## config.mk

```make
export PLATFORM = sky130hd
export DESIGN_NAME = trace_capture_buf
export DESIGN_NICKNAME = d
export VERILOG_FILES = /design/src/rtl/trc_pkg.sv /design/src/rtl/trc_ram.sv /design/src/rtl/trc_wr_path.sv /design/src/rtl/trc_acq_ctrl.sv /design/src/rtl/trc_reg_bank.sv /design/src/rtl/trace_capture_buf.sv
export SDC_FILE = /design/constraint.sdc
export NUM_CORES = 1
export LEC_CHECK = 0
export BUFFER_PORTS_ARGS = -buffer_cell sky130_fd_sc_hd__buf_2
export CAP_MARGIN = 30
export CORE_ASPECT_RATIO = 0.9
export CORE_MARGIN = 1.5
export CORE_UTILIZATION = 30
export DETAILED_ROUTE_END_ITERATION = 12
export GPL_ROUTABILITY_DRIVEN = 0
export GPL_TIMING_DRIVEN = 0
export PLACE_DENSITY = 0.49
export SLEW_MARGIN = 20
export SYNTH_ARGS = -nofsm -noshare
export SYNTH_HDL_FRONTEND = slang
export SYNTH_SLANG_ARGS = --single-unit
export TNS_END_PERCENT = 30
```

## constraint.sdc

```tcl
create_clock -name clk -period 4.85 [get_ports clk]
set_input_delay 0.485 -clock clk [delete_from_list [all_inputs] [get_ports clk]]
set_output_delay 0.485 -clock clk [all_outputs]
set_load 0.01 [all_outputs]
```

## src/rtl/trc_pkg.sv

```systemverilog
package trc_pkg;
  typedef enum logic [6:0] {
    RA_IDENT   = 7'd0,
    RA_DEPTH   = 7'd1,
    RA_WIDTH   = 7'd2,
    RA_STATUS  = 7'd3,
    RA_DATA    = 7'd4,
    RA_RDPTR   = 7'd5,
    RA_WRPTR   = 7'd6,
    RA_TRIGCNT = 7'd7,
    RA_CTRL    = 7'd8
  } reg_addr_e;

  localparam int ST_FULL  = 0;
  localparam int ST_TRIG  = 1;
  localparam int ST_DONE  = 2;
  localparam int ST_EMPTY = 3;
  localparam int CT_EN    = 0;
  localparam int CT_DEMUX = 1;
endpackage

```

## src/rtl/trc_ram.sv

```systemverilog
module trc_ram #(
  parameter int DW = 32,
  parameter int AW = 4
) (
  input  logic          clk,
  input  logic          we,
  input  logic [AW-1:0] waddr,
  input  logic [DW-1:0] wdata,
  input  logic [AW-1:0] raddr,
  output logic [DW-1:0] rdata
);
  localparam int DEPTH = 1 << AW;

  logic [DW-1:0] mem [DEPTH];

  always_ff @(posedge clk) begin
    if (we) mem[waddr] <= wdata;
  end

  assign rdata = mem[raddr];
endmodule

```

## src/rtl/trc_wr_path.sv

```systemverilog
module trc_wr_path #(
  parameter int DW = 32,
  parameter int AW = 4
) (
  input  logic          clk,
  input  logic          rst_n,
  input  logic          accept,
  input  logic [DW-1:0] in_data,
  input  logic          in_trig,
  input  logic          sw_wr_ptr,
  input  logic [AW-1:0] sw_ptr_val,
  input  logic          restart,
  output logic          stage_vld,
  output logic          stage_trig,
  output logic          ram_we,
  output logic [AW-1:0] ram_waddr,
  output logic [DW-1:0] ram_wdata,
  output logic [AW-1:0] wr_ptr,
  output logic          full
);
  localparam logic [AW-1:0] LAST_LOC = '1;

  logic [DW-1:0] stage_data;

  // one staging register between acceptance and the RAM write
  always_ff @(posedge clk) begin
    if (!rst_n) begin
      stage_vld  <= 1'b0;
      stage_trig <= 1'b0;
      stage_data <= '0;
    end else begin
      stage_vld <= accept;
      if (accept) begin
        stage_data <= in_data;
        stage_trig <= in_trig;
      end
    end
  end

  always_ff @(posedge clk) begin
    if (!rst_n) begin
      wr_ptr <= '0;
    end else if (sw_wr_ptr) begin
      wr_ptr <= sw_ptr_val;
    end else if (stage_vld) begin
      wr_ptr <= wr_ptr + 1'b1;
    end
  end

  always_ff @(posedge clk) begin
    if (!rst_n) begin
      full <= 1'b0;
    end else if (restart) begin
      full <= 1'b0;
    end else if (stage_vld && (wr_ptr == LAST_LOC)) begin
      full <= 1'b1;
    end
  end

  assign ram_we    = stage_vld;
  assign ram_waddr = wr_ptr;
  assign ram_wdata = stage_data;
endmodule

```

## src/rtl/trc_acq_ctrl.sv

```systemverilog
module trc_acq_ctrl #(
  parameter int CW = 32
) (
  input  logic          clk,
  input  logic          rst_n,
  input  logic          accept,
  input  logic          in_trig,
  input  logic          stage_vld,
  input  logic          stage_trig,
  input  logic          sw_wr_ctrl,
  input  logic          sw_wr_cnt,
  input  logic [CW-1:0] wdata,
  output logic          en,
  output logic          demux,
  output logic          triggered,
  output logic          done,
  output logic [CW-1:0] cnt,
  output logic          stop_pending
);
  logic post_word;
  logic last_word;

  // a stored word counts once the trigger word itself is in the stage
  assign post_word    = stage_vld && (stage_trig || triggered);
  assign last_word    = post_word && (cnt <= CW'(1));
  assign stop_pending = last_word;

  always_ff @(posedge clk) begin
    if (!rst_n) begin
      en        <= 1'b0;
      demux     <= 1'b0;
      triggered <= 1'b0;
      done      <= 1'b0;
    end else if (sw_wr_ctrl) begin
      en    <= wdata[0];
      demux <= wdata[1];
      if (wdata[0]) begin
        triggered <= 1'b0;
        done      <= 1'b0;
      end
    end else begin
      if (last_word) begin
        en   <= 1'b0;
        done <= 1'b1;
      end
      if (accept && in_trig) triggered <= 1'b1;
    end
  end

  always_ff @(posedge clk) begin
    if (!rst_n) begin
      cnt <= '0;
    end else if (sw_wr_cnt) begin
      cnt <= wdata;
    end else if (post_word) begin
      cnt <= (cnt <= CW'(1)) ? '0 : cnt - 1'b1;
    end
  end
endmodule

```

## src/rtl/trc_reg_bank.sv

```systemverilog
module trc_reg_bank
  import trc_pkg::*;
#(
  parameter int          DW       = 32,
  parameter int          AW       = 4,
  parameter logic [31:0] ID_VALUE = 32'h7C0B_0001
) (
  input  logic          clk,
  input  logic          rst_n,
  input  logic [6:0]    reg_addr,
  input  logic          reg_wr,
  input  logic          reg_rd,
  input  logic [AW-1:0] wptr_val,
  input  logic [3:0]    status,
  input  logic [1:0]    ctrl,
  input  logic [AW-1:0] wr_ptr,
  input  logic [31:0]   cnt,
  input  logic [DW-1:0] ram_rdata,
  output logic [AW-1:0] rd_ptr,
  output logic          sw_wr_ctrl,
  output logic          sw_wr_cnt,
  output logic          sw_wr_wrptr,
  output logic [31:0]   reg_rdata
);
  localparam int DEPTH = 1 << AW;

  logic [31:0] rd_mux;
  logic        data_pop;

  assign sw_wr_ctrl  = reg_wr && (reg_addr == RA_CTRL);
  assign sw_wr_cnt   = reg_wr && (reg_addr == RA_TRIGCNT);
  assign sw_wr_wrptr = reg_wr && (reg_addr == RA_WRPTR);
  assign data_pop    = reg_rd && (reg_addr == RA_DATA);

  always_ff @(posedge clk) begin
    if (!rst_n) begin
      rd_ptr <= '0;
    end else if (reg_wr && (reg_addr == RA_RDPTR)) begin
      rd_ptr <= wptr_val;
    end else if (data_pop) begin
      rd_ptr <= rd_ptr + 1'b1;
    end
  end

  always_comb begin
    rd_mux = '0;
    case (reg_addr)
      RA_IDENT:   rd_mux = ID_VALUE;
      RA_DEPTH:   rd_mux = 32'(DEPTH);
      RA_WIDTH:   rd_mux = 32'(DW);
      RA_STATUS:  rd_mux[3:0] = status;
      RA_DATA:    rd_mux[DW-1:0] = ram_rdata;
      RA_RDPTR:   rd_mux[AW-1:0] = rd_ptr;
      RA_WRPTR:   rd_mux[AW-1:0] = wr_ptr;
      RA_TRIGCNT: rd_mux = cnt;
      RA_CTRL:    rd_mux[1:0] = ctrl;
      default:    rd_mux = '0;
    endcase
  end

  always_ff @(posedge clk) begin
    if (!rst_n) begin
      reg_rdata <= '0;
    end else if (reg_rd) begin
      reg_rdata <= rd_mux;
    end
  end
endmodule

```

## src/rtl/trace_capture_buf.sv

```systemverilog
module trace_capture_buf
  import trc_pkg::*;
#(
  parameter int          DW       = 32,
  parameter int          AW       = 4,
  parameter logic [31:0] ID_VALUE = 32'h7C0B_0001
) (
  input  logic          clk,
  input  logic          rst_n,
  input  logic          tw_valid,
  output logic          tw_ready,
  input  logic [DW-1:0] tw_data,
  input  logic          tw_trig,
  input  logic [6:0]    reg_addr,
  input  logic          reg_wr,
  input  logic          reg_rd,
  input  logic [31:0]   reg_wdata,
  output logic [31:0]   reg_rdata
);
  logic          accept;
  logic          stage_vld, stage_trig;
  logic          ram_we;
  logic [AW-1:0] ram_waddr, rd_ptr, wr_ptr;
  logic [DW-1:0] ram_wdata, ram_rdata;
  logic          full, acq_en, demux, triggered, done, stop_pending;
  logic [31:0]   cnt;
  logic          sw_wr_ctrl, sw_wr_cnt, sw_wr_wrptr;
  logic          restart;
  logic [3:0]    status;

  assign tw_ready = acq_en && !stop_pending;
  assign accept   = tw_valid && tw_ready;
  assign restart  = sw_wr_ctrl && reg_wdata[CT_EN];

  always_comb begin
    status           = '0;
    status[ST_FULL]  = full;
    status[ST_TRIG]  = triggered;
    status[ST_DONE]  = done;
    status[ST_EMPTY] = !stage_vld;
  end

  trc_wr_path #(.DW(DW), .AW(AW)) u_wr (
    .clk, .rst_n, .accept,
    .in_data(tw_data), .in_trig(tw_trig),
    .sw_wr_ptr(sw_wr_wrptr), .sw_ptr_val(reg_wdata[AW-1:0]),
    .restart, .stage_vld, .stage_trig,
    .ram_we, .ram_waddr, .ram_wdata, .wr_ptr, .full
  );

  trc_ram #(.DW(DW), .AW(AW)) u_ram (
    .clk, .we(ram_we), .waddr(ram_waddr), .wdata(ram_wdata),
    .raddr(rd_ptr), .rdata(ram_rdata)
  );

  trc_acq_ctrl #(.CW(32)) u_acq (
    .clk, .rst_n, .accept, .in_trig(tw_trig),
    .stage_vld, .stage_trig, .sw_wr_ctrl, .sw_wr_cnt,
    .wdata(reg_wdata), .en(acq_en), .demux, .triggered, .done,
    .cnt, .stop_pending
  );

  trc_reg_bank #(.DW(DW), .AW(AW), .ID_VALUE(ID_VALUE)) u_regs (
    .clk, .rst_n, .reg_addr, .reg_wr, .reg_rd,
    .wptr_val(reg_wdata[AW-1:0]), .status, .ctrl({demux, acq_en}),
    .wr_ptr, .cnt, .ram_rdata, .rd_ptr,
    .sw_wr_ctrl, .sw_wr_cnt, .sw_wr_wrptr, .reg_rdata
  );
endmodule

```

==> impl_metrics.json <==
{
  "start_kind": "register",
  "endpoint_kind": "register",
  "nets": 1792,
  "die_w_microns": 307,
  "clk_path_buf_depth": 3,
  "syn-cell-area_sq_um": 25000,
  "fin_worst_skew_ps": 37.8,
  "hold_end": "u_acq.cnt[10]",
  "fin_crit_sh_pct": 81.4,
  "cts_setup_buffers": 0,
  "slew_violations": 0,
  "seqCellArea_sq_um": 17700,
  "timing.rr.end": "u_regs.reg_rdata[29]",
  "synth_edf_count": 512,
  "io_pins": 110,
  "drive_above_1_share_pct": 25.6,
  "leakage_nw": 10.5,
  "grt_pass1_wl_mm": 107,
  "clock_latency_ps": 630,
  "dr.pass1.iters": 5,
  "yosysTopAreaCellShare_pct": 61.5,
  "syn-num-nets": 1566,
  "rsz0062_at_grt": "false",
  "synth_cell_types": 68,
  "status": "finished, final reports clean",
  "vias": 14800,
  "design.core.area_sq_um": 82600,
  "power.density_nw_per_um2": 364,
  "finalCriticalPeriod_ps": 3950,
  "synthArstFlopShare_pct": 0,
  "irDropWorstVdd_mv": 0.219,
  "required_ps": 5310,
  "num-fill-cells": 7812,
  "yosysTopAreaCell": "edfxtp_1",
  "cts_resized": 0,
  "cts_tree": "built",
  "placed_area_sq_um": 27700,
  "numCtsBuffers": 67,
  "grt_start_max_net_pins": 19,
  "yosysSeqAreaShare_pct": 70.8,
  "yosys-top-cells-area": "edfxtp_1 62%, mux4_2 12%, dfxtp_1 9.2%, a21oi_1 1.8%, nand2_1 1.7%",
  "ys_warn_count": 0,
  "worstMarginPinSlew_ps": 1020,
  "hold_path_depth": 3,
  "detail_route.vias_per_cell": 5.21,
  "cts.sinks": 627,
  "synth_seq_cells": 627,
  "syn_inst": 1482,
  "port_buffers": 108,
  "clkTransAtPathRegs_ps": 60,
  "die_area_sq_um": 85000,
  "antenna_left": 0,
  "ctsHoldBuffers": 0,
  "htreeDepth": 3,
  "hold_viol": 0,
  "rows": 100,
  "synth_area_per_cell_sq_um": 16.9,
  "area_growth_pct": 19.4,
  "hold_class": "in -> reg",
  "multi_input_area_sq_um": 7000,
  "wl_per_cell_microns": 26.0,
  "critical_path_class": "reg -> reg",
  "setup_viol": 0,
  "grt_pass1_vias": 14900,
  "fmax_mhz": 253,
  "drt_iter0_markers": 1478,
  "postLayoutSetupSlackWorst_ps": 903,
  "maxCapViolations": 0,
  "drc": 0,
  "cts-root-buf": "clkbuf_16",
  "die_h_microns": 277,
  "grt.overflow.total": 0,
  "dp_hpwl_mm": 51.6,
  "initial_utilization_pct": 30.3,
  "rr_worst_depth": 7,
  "crit_path_max_fanout": 10,
  "max_slew_margin_pct": 31.2,
  "pre_cts_ws_ps": 936,
  "antenna_found_initial": 4,
  "grt_usage_pct": 17.5,
  "wirelength_mm": 73.8,
  "critPathArrivalTime_ps": 4410,
  "synthMostInstantiatedCell": "edfxtp_1",
  "ff2ff_setup_slack_ps": 900,
  "synth_flop_cell": "edfxtp_1",
  "synthTopCellsByCount": "512 x edfxtp_1, 134 x mux4_2, 115 x dfxtp_1, 115 x nand2_1, 91 x a21oi_1",
  "hp-start": "reg_wdata[10]",
  "fin_area_sq_um": 29800
}
==> metal layers <==
| metal | vias up | track usage, % | part of all wire [%] |
|---|---|---|---|
| li1 | 6408 | - | - |
| met1 | 7659 | 25.1 | 45 |
| met2 | 574 | 27.4 | 46 |
| met3 | 112 | 3.24 | 7.0 |
| met4 | 0 | 4.02 | 2.1 |
| met5 | - | 0 | 0 |
==> power by group <==
part           switching, W  total, W  internal (W)  leakage, nW
registers        0.00000790   0.00575       0.00574         6.72
clock network       0.00217   0.00490       0.00273         1.00
logic              0.000130  0.000196     0.0000651         2.78
==> critical path, stage by stage (launching register included) <==
cell and delay, ps:
dfxtp_1 310, clkbuf_1 550, buf_1 720, buf_1 800, mux4_2 410, mux2_2 290, o211ai_1 560, a21oi_1 140
==> area by class of cell <==
class                      count  share of cell area (%)
sequential                   627                    59.3
multi-input combinational    752                    23.5
clock buffer                  91                    6.09
tap                         1071                    4.49
timing repair buffer         157                    4.35
buffer                        94                    1.31
clock inverter                32                   0.893
inverter                       9                   0.113
antenna                        1                 0.00839
==> flip-flops by register name, indices dropped and copies added (netlist names), named ones only <==
name / cells
u_wr.ram_we: 1
u_acq.triggered: 1
u_regs.reg_rdata: 32
u_regs.rd_ptr: 4
u_wr.ram_wdata: 32
u_wr.ram_waddr: 4
u_acq.demux: 1
u_acq.done: 1
u_ram.mem: 512
u_wr.full: 1
u_wr.stage_trig: 1
u_acq.en: 1
u_acq.cnt: 32
==> cell families (layout without fill, tap and decap cells) <==
logic type | Yosys count | count (layout) | share of synthesized area [%]
XOR/XNOR | 22 | 22 | 0.771
AND/OR/NAND/NOR | 290 | 290 | 5.79
buffers and inverters | 103 | 383 | 1.70
other | 0 | 1 | 0
multiplexers | 173 | 173 | 13.7
flip-flops | 627 | 627 | 70.8
AO/OA/AOI/OAI | 260 | 260 | 6.92
adder cells (fa/ha/maj) | 7 | 7 | 0.351
==> how the worst max path moves through the flow <==
stage	startpoint	end	slack, ps	cells past startpoint
detailed placement	register	u_regs.reg_rdata[28]	940	7
floorplan	u_wr.ram_we	u_ram.mem[3][0]	1420	3
finish	register	u_regs.reg_rdata[29]	900	7
global route	u_acq.cnt[16]	tw_ready	770	6
CTS	u_acq.cnt[16]	tw_ready	590	6
global placement	u_wr.ram_we	u_ram.mem[1][23]	-2030	3
==> layout by cell type, fill, tap and decap left out, types with 15 or more instances in the layout <==
cell       synthesis  final
edfxtp_1         512    512
mux4_2           134    134
buf_2             24    132
nand2_1          115    115
dfxtp_1          115    115
a21oi_1           91     91
clkbuf_1          63     82
clkbuf_16          0     68
a22o_1            36     36
nor2_1            47     35
mux2i_1           27     27
a211oi_1          25     25
nor2b_1           23     23
o21ai_1           22     22
o211ai_1          21     21
nor3_1            20     16
o21ai_0           16     16
nor4_1            15     15
buf_4              0     15
==> per-stage QoR <==
step	instances	total power (W)	hold WS (ps)	utilization [%]	setup TNS [ps]
after floorplan	1482	0.00595	450	-	0
after global placement	2661	0.00606	478	32.5	-249760
after detailed placement	2705	0.00606	494	33.5	0
after CTS	2828	0.0109	47.6	36.1	0
after global routing	2833	0.0112	64.6	36.1	0
final	2834	0.0108	75.0	36.1	0
Power figures use the tool's default switching activity.
